**src/rtl/probe_pkg.sv**
```systemverilog
package probe_pkg;
  typedef enum logic [1:0] {
    KIND_DATA = 2'd0,
    KIND_OMASK = 2'd1,
    KIND_IMASK = 2'd2,
    KIND_NONE = 2'd3
  } reg_kind_e;
endpackage

```
**src/rtl/probe_regfile.sv**
```systemverilog
module probe_regfile #(
  parameter int GROUP_W = 32,
  parameter int GSEL_W = 2,
  parameter int GROUP_IDX = 0,
  localparam int ADDR_W = GSEL_W + 2
) (
  input  logic               clk,
  input  logic               rst,
  input  logic               wr_en,
  input  logic [ADDR_W-1:0]  wr_addr,
  input  logic [GROUP_W-1:0] wr_data,
  output logic [GROUP_W-1:0] data_q,
  output logic [GROUP_W-1:0] omask_q,
  output logic [GROUP_W-1:0] imask_q
);
  import probe_pkg::*;

  logic      hit;
  reg_kind_e kind;

  always_comb begin
    hit  = wr_en && (wr_addr[GSEL_W-1:0] == GSEL_W'(GROUP_IDX));
    kind = reg_kind_e'(wr_addr[ADDR_W-1:GSEL_W]);
  end

  always_ff @(posedge clk) begin
    if (rst) begin
      data_q  <= '0;
      omask_q <= '1;
      imask_q <= '0;
    end else if (hit) begin
      case (kind)
        KIND_DATA:  data_q  <= wr_data;
        KIND_OMASK: omask_q <= wr_data;
        KIND_IMASK: imask_q <= wr_data;
        default:    ;
      endcase
    end
  end

  assert_reset_state_R1: assert property (@(posedge clk) disable iff (rst)
    $past(rst) |-> (data_q == '0 && omask_q == '1 && imask_q == '0));

  // a write aimed at another group leaves this group untouched
  assert_other_group_R6: assert property (@(posedge clk) disable iff (rst)
    (!$past(rst) && $past(wr_en) && $past(wr_addr[GSEL_W-1:0]) != GSEL_W'(GROUP_IDX))
      |-> ($stable(data_q) && $stable(omask_q) && $stable(imask_q)));

  assert_unmapped_write_R7: assert property (@(posedge clk) disable iff (rst)
    (!$past(rst) && $past(wr_en) && $past(wr_addr[ADDR_W-1:GSEL_W]) == 2'd3)
      |-> ($stable(data_q) && $stable(omask_q) && $stable(imask_q)));
endmodule

```
**src/rtl/probe_gate.sv**
```systemverilog
module probe_gate #(
  parameter int GROUP_W = 32
) (
  input  logic               clk,
  input  logic               rst,
  input  logic [GROUP_W-1:0] data_q,
  input  logic [GROUP_W-1:0] omask_q,
  output logic [GROUP_W-1:0] drive_q,
  output logic [GROUP_W-1:0] en_q
);
  always_ff @(posedge clk) begin
    if (rst) begin
      drive_q <= '0;
      en_q    <= '0;
    end else begin
      drive_q <= data_q & ~omask_q;
      en_q    <= ~omask_q;
    end
  end

  assert_drive_needs_en_R3: assert property (@(posedge clk) disable iff (rst)
    (drive_q & ~en_q) == '0);

  assert_en_tracks_mask_R2: assert property (@(posedge clk) disable iff (rst)
    !$past(rst) |-> (en_q == ~$past(omask_q)));
endmodule

```
**src/rtl/probe_readmux.sv**
```systemverilog
module probe_readmux #(
  parameter int NUM_GROUPS = 4,
  parameter int GROUP_W = 32,
  localparam int GSEL_W = $clog2(NUM_GROUPS),
  localparam int ADDR_W = GSEL_W + 2,
  localparam int CH_W = NUM_GROUPS * GROUP_W
) (
  input  logic               clk,
  input  logic               rst,
  input  logic               rd_en,
  input  logic [ADDR_W-1:0]  rd_addr,
  input  logic [CH_W-1:0]    omask_flat,
  input  logic [CH_W-1:0]    imask_flat,
  input  logic [CH_W-1:0]    user_in,
  output logic [GROUP_W-1:0] rdata_q,
  output logic               rvalid_q
);
  import probe_pkg::*;

  logic [GSEL_W-1:0]  grp;
  reg_kind_e          kind;
  logic [GROUP_W-1:0] sel;

  always_comb begin
    grp  = rd_addr[GSEL_W-1:0];
    kind = reg_kind_e'(rd_addr[ADDR_W-1:GSEL_W]);
    case (kind)
      KIND_DATA:  sel = user_in[grp*GROUP_W +: GROUP_W] & imask_flat[grp*GROUP_W +: GROUP_W];
      KIND_OMASK: sel = omask_flat[grp*GROUP_W +: GROUP_W];
      KIND_IMASK: sel = imask_flat[grp*GROUP_W +: GROUP_W];
      default:    sel = '0;
    endcase
  end

  always_ff @(posedge clk) begin
    if (rst) begin
      rdata_q  <= '0;
      rvalid_q <= 1'b0;
    end else begin
      rvalid_q <= rd_en;
      if (rd_en) rdata_q <= sel;
    end
  end

  assert_rvalid_follows_rd_R8: assert property (@(posedge clk) disable iff (rst)
    !$past(rst) |-> (rvalid_q == $past(rd_en)));

  assert_unmapped_read_zero_R7: assert property (@(posedge clk) disable iff (rst)
    (!$past(rst) && $past(rd_en) && $past(rd_addr[ADDR_W-1:GSEL_W]) == 2'd3)
      |-> (rdata_q == '0));

  assert_input_masked_R4: assert property (@(posedge clk) disable iff (rst)
    (!$past(rst) && $past(rd_en) && $past(rd_addr[ADDR_W-1:GSEL_W]) == 2'd0)
      |-> ((rdata_q & ~$past(imask_flat[rd_addr[GSEL_W-1:0]*GROUP_W +: GROUP_W])) == '0));
endmodule

```
**src/rtl/probe_bank.sv**
```systemverilog
module probe_bank #(
  parameter int NUM_GROUPS = 4,
  parameter int GROUP_W = 32,
  localparam int GSEL_W = $clog2(NUM_GROUPS),
  localparam int ADDR_W = GSEL_W + 2,
  localparam int CH_W = NUM_GROUPS * GROUP_W
) (
  input  logic               clk,
  input  logic               rst,
  input  logic               bus_wr,
  input  logic               bus_rd,
  input  logic [ADDR_W-1:0]  bus_addr,
  input  logic [GROUP_W-1:0] bus_wdata,
  output logic [GROUP_W-1:0] bus_rdata,
  output logic               bus_rvalid,
  input  logic [CH_W-1:0]    user_in,
  output logic [CH_W-1:0]    user_out,
  output logic [CH_W-1:0]    user_drive_en
);
  logic [CH_W-1:0] data_flat;
  logic [CH_W-1:0] omask_flat;
  logic [CH_W-1:0] imask_flat;

  for (genvar g = 0; g < NUM_GROUPS; g++) begin : g_grp
    probe_regfile #(
      .GROUP_W  (GROUP_W),
      .GSEL_W   (GSEL_W),
      .GROUP_IDX(g)
    ) u_rf (
      .clk    (clk),
      .rst    (rst),
      .wr_en  (bus_wr),
      .wr_addr(bus_addr),
      .wr_data(bus_wdata),
      .data_q (data_flat[g*GROUP_W +: GROUP_W]),
      .omask_q(omask_flat[g*GROUP_W +: GROUP_W]),
      .imask_q(imask_flat[g*GROUP_W +: GROUP_W])
    );

    probe_gate #(
      .GROUP_W(GROUP_W)
    ) u_gate (
      .clk    (clk),
      .rst    (rst),
      .data_q (data_flat[g*GROUP_W +: GROUP_W]),
      .omask_q(omask_flat[g*GROUP_W +: GROUP_W]),
      .drive_q(user_out[g*GROUP_W +: GROUP_W]),
      .en_q   (user_drive_en[g*GROUP_W +: GROUP_W])
    );
  end

  probe_readmux #(
    .NUM_GROUPS(NUM_GROUPS),
    .GROUP_W   (GROUP_W)
  ) u_rmux (
    .clk       (clk),
    .rst       (rst),
    .rd_en     (bus_rd),
    .rd_addr   (bus_addr),
    .omask_flat(omask_flat),
    .imask_flat(imask_flat),
    .user_in   (user_in),
    .rdata_q   (bus_rdata),
    .rvalid_q  (bus_rvalid)
  );

  assert_reset_outputs_R1: assert property (@(posedge clk) disable iff (rst)
    $past(rst) |-> (user_out == '0 && user_drive_en == '0 && bus_rvalid == 1'b0));
endmodule

```
**config.mk**
```make
export PLATFORM = sky130hd
export DESIGN_NAME = probe_bank
export DESIGN_NICKNAME = d
export VERILOG_FILES = /design/src/rtl/probe_pkg.sv /design/src/rtl/probe_regfile.sv /design/src/rtl/probe_gate.sv /design/src/rtl/probe_readmux.sv /design/src/rtl/probe_bank.sv
export SDC_FILE = /design/constraint.sdc
export NUM_CORES = 1
export LEC_CHECK = 0
export BUFFER_PORTS_ARGS = -buffer_cell sky130_fd_sc_hd__buf_2
export CORE_ASPECT_RATIO = 2
export CORE_MARGIN = 2
export CORE_UTILIZATION = 30
export DETAILED_ROUTE_END_ITERATION = 8
export PLACE_DENSITY_LB_ADDON = 0.2
export SYNTH_ARGS = -nofsm -noshare
export SYNTH_HDL_FRONTEND = slang
export SYNTH_SLANG_ARGS = --single-unit
```
**constraint.sdc**
```tcl
create_clock -name clk -period 4.3 [get_ports clk]
set_input_delay 0.86 -clock clk [delete_from_list [all_inputs] [get_ports clk]]
set_output_delay 0.86 -clock clk [all_outputs]
set_load 0.02 [all_outputs]
```
==> run metrics <==
status=complete, no violations; Post-CTS Resized=0; syn_nets=2919; reg-to-reg endpoint=u_rmux.rdata_q[13]; Clock Latency Late Sink=0.64 ns; Post-Syn Area=24200 um2; detailed-route DRC error count=0; Comb power frac=6.2%; Synth Area in Adders=0%; xor and xnor area share after synthesis=0%; Avg Inst Size Synth=8.80 um2; RSZ-0062 raised after global routing=false; EDFF count, synth=0; Hold-fix buffers, CTS=0; Top Ports=457; clock net sink count=673; drt via density=4.82; internal power consumption=9780 uW; sequential power share=49.2%; Yosys reg bits=673; largest net degree at the start of global routing=148; post-DR wirelength/cell=22.1 um; R2R depth=4; Max-Cap Viols=0; Synth Area in Simple Gates=23.2%; Die Height=406 um; cell taking the most area after synthesis=dfxtp_1; count of warnings emitted by yosys=0; Inserted Clock Buffers=61; final setup violation count=0; Worst EP required=4.87 ns; Async SR Flop Fraction=0%; Switching Fraction=24.4%; Synth Flop Type=dfxtp_1; Core ar.=80000 um2; hold path endpoint=g_grp[2].u_rf.data_q[29]; HPWL Detailed=63500 um; Final Skew=0.0107 ns; Starting Density=30.2%; vias in the first global route=19911; Hold WC Path Type=flop to flop; die width=205 um; Synth top cells by count=nand2_1, dfxtp_1, a21oi_1; WL final=92700 um; top-count cell post-synth=nand2_1; mux contribution to synthesized area=6.73%; Worst-Margin Slew=1.14 ns; Cell variety after synth=35; nets=3263; first-pass GRT wire length=133000 um; Final Hold Vio Count=0; post-synth top area share=55.7%; Die Area=83100 um2; R2R Setup Slk=2.84 ns; worst-path fanout max=26; CTS max path bufs=3; GP Congestion=0.822; post-route setup TNS=0 ns; filler cell count=8344; Seq/Total Area, Yosys=55.7%; switching power=3160 uW; layout cells sized above 1=20.7%; Clock transition at path regs=0.07 ns; Iteration-0 DRC Markers=1114; clock power share=44.7%; crit path capture type=flop; via count=20188; hold path cells=2; Crit Path Class=input pin to flop; hold path startpoint=g_grp[2].u_rf.data_q[29]; number of post-CTS setup repair buffers=0; Pleak=0.0125 uW; gr usage total=21.8%; DR pass1 iterations=7; reg2reg start=g_grp[2].u_rf.omask_q[13]; Routed Antenna Nets=0; maximum VDD drop=291 uV; pwr dens=439 nW/um2; Critical Path Source Type=input pin; fin crit share=58.3%; max-slew violations=0; P&R area growth vs syn=21.9%; cell count after synthesis=2751; antenna violations before repair=10; Design Power=12900 uW; max-slew headroom at the worst pin=23.8%; root buffer cell=clkbuf_16; Rows=147; H-Tree Depth=2; Synth Area in Compound Gates=10.5%; synth top area cells=dfxtp_1, nand2_1, mux2i_1, a21oi_1, nand3b_1; Max Fclk=399 MHz; grt ovf=0; largest family of logic cells by synthesized area=simple AND/OR/NAND/NOR gates; critical path arrival=3.07 ns; min Tclk post-route=2.51 ns; CTS tree=built; port buffer count=456
[worst max-delay path, cell delays in order]
cell and delay [ns]:
buf_2 0.23, buf_4 0.29, or3b_4 0.50, nor2_4 0.48, buf_4 0.42, nand2_1 0.10
a21oi_1 0.14
[cells in the final DEF, fill, tap and decap left out, types with 2 or more instances in the layout]
cell        count
or2_2           2
and2_1        128
o22a_1         12
and3b_1         2
clkbuf_8        6
clkinv_4        6
o22ai_1        64
mux2i_1       147
a21oi_1       276
nand2b_1        3
nor3_4          3
buf_2         454
nand3_2         3
nor2_1        160
diode_2         2
nor3_1         19
mux2_2         12
buf_4          39
clkbuf_16      61
nand2_1       769
nand3b_1      131
buf_8           2
dfxtp_1       673
clkinv_2       11
nor2b_1         2
clkinvlp_4      7
nand2_2         9
bufinv_16       8
nor2_4         10
a22oi_1        31
buf_12          7
o211ai_1       31
o21ai_0        33
clkbuf_1        8
inv_6           4
[area by class of cell]
| type | count | area, um2 | share of cell area, % |
|---|---|---|---|
| Sequential cell | 673 | 13500 | 45.7 |
| Multi-Input combinational cell | 1856 | 9900 | 33.5 |
| Timing Repair Buffer | 502 | 2740 | 9.27 |
| Clock buffer | 75 | 1640 | 5.56 |
| Tap cell | 1043 | 1310 | 4.42 |
| Clock inverter | 37 | 447 | 1.51 |
| Antenna cell | 2 | 5.00 | 0.0170 |
| Inverter | 1 | 3.75 | 0.0127 |
[power by group through the flow]
stage | Sequential (uW) | Combinational [uW] | Clock, uW
2_1_floorplan | 6530 | 426 | 0
3_3_place_gp | 6510 | 803 | 0
3_5_place_dp | 6510 | 804 | 0
4_1_cts | 6370 | 807 | 5950
5_1_grt | 6370 | 854 | 6160
6_report | 6370 | 798 | 5780
[through the flow]
| step | setup slack (ns) | instances | hold WS (ns) | instance area [um2] | util, % |
|---|---|---|---|---|---|
| 2_1_floorplan | 2.21 | 2751 | 0.423 | 24200 | - |
| 3_3_place_gp | 1.15 | 4075 | 0.435 | 27400 | 34.3 |
| 3_5_place_dp | 1.13 | 4075 | 0.439 | 27400 | 34.3 |
| 4_1_cts | 1.81 | 4187 | 0.452 | 29500 | 36.9 |
| 5_1_grt | 1.69 | 4187 | 0.464 | 29500 | 36.9 |
| 6_report | 1.79 | 4189 | 0.448 | 29500 | 36.9 |
[worst max path at each step]
stage | start | to | slack, ns | depth (start not counted)
after global placement | bus_addr[3] | g_grp[1].u_rf.data_q[11] | 1.15 | 7
after floorplan | bus_addr[1] | u_rmux.rdata_q[29] | 2.21 | 7
after detailed placement | bus_addr[3] | g_grp[1].u_rf.data_q[13] | 1.13 | 7
after CTS | bus_addr[3] | g_grp[1].u_rf.data_q[18] | 1.81 | 7
after global routing | bus_addr[3] | g_grp[1].u_rf.data_q[15] | 1.69 | 7
final | bus_addr[3] | g_grp[1].u_rf.data_q[18] | 1.79 | 7
[metal layers]
metal	part of all wire, %	vias up	GRT usage, %
met4	2.9	12	6.84
li1	-	9756	-
met3	6.6	132	4.19
met1	39	9576	24.8
met5	0.074	-	0
met2	51	712	40.2
[state kept, by name, summed over array words and instances, names as in the netlist]
signal,flops
u_rmux.rdata_q,32
g_grp.u_rf.imask_q,128
g_grp.u_gate.en_q,128
g_grp.u_rf.data_q,128
g_grp.u_rf.omask_q,128
u_rmux.rvalid_q,1
g_grp.u_gate.drive_q,128
[cells by family after synthesis]
| group | count (synthesis) |
|---|---|
| and+or+nand+nor | 1247 |
| DFF | 673 |
| buffers and inverters | 222 |
| AOI/OAI and AO/OA | 449 |
| muxes | 160 |
No activity file was read; power rests on OpenSTA's default activity.
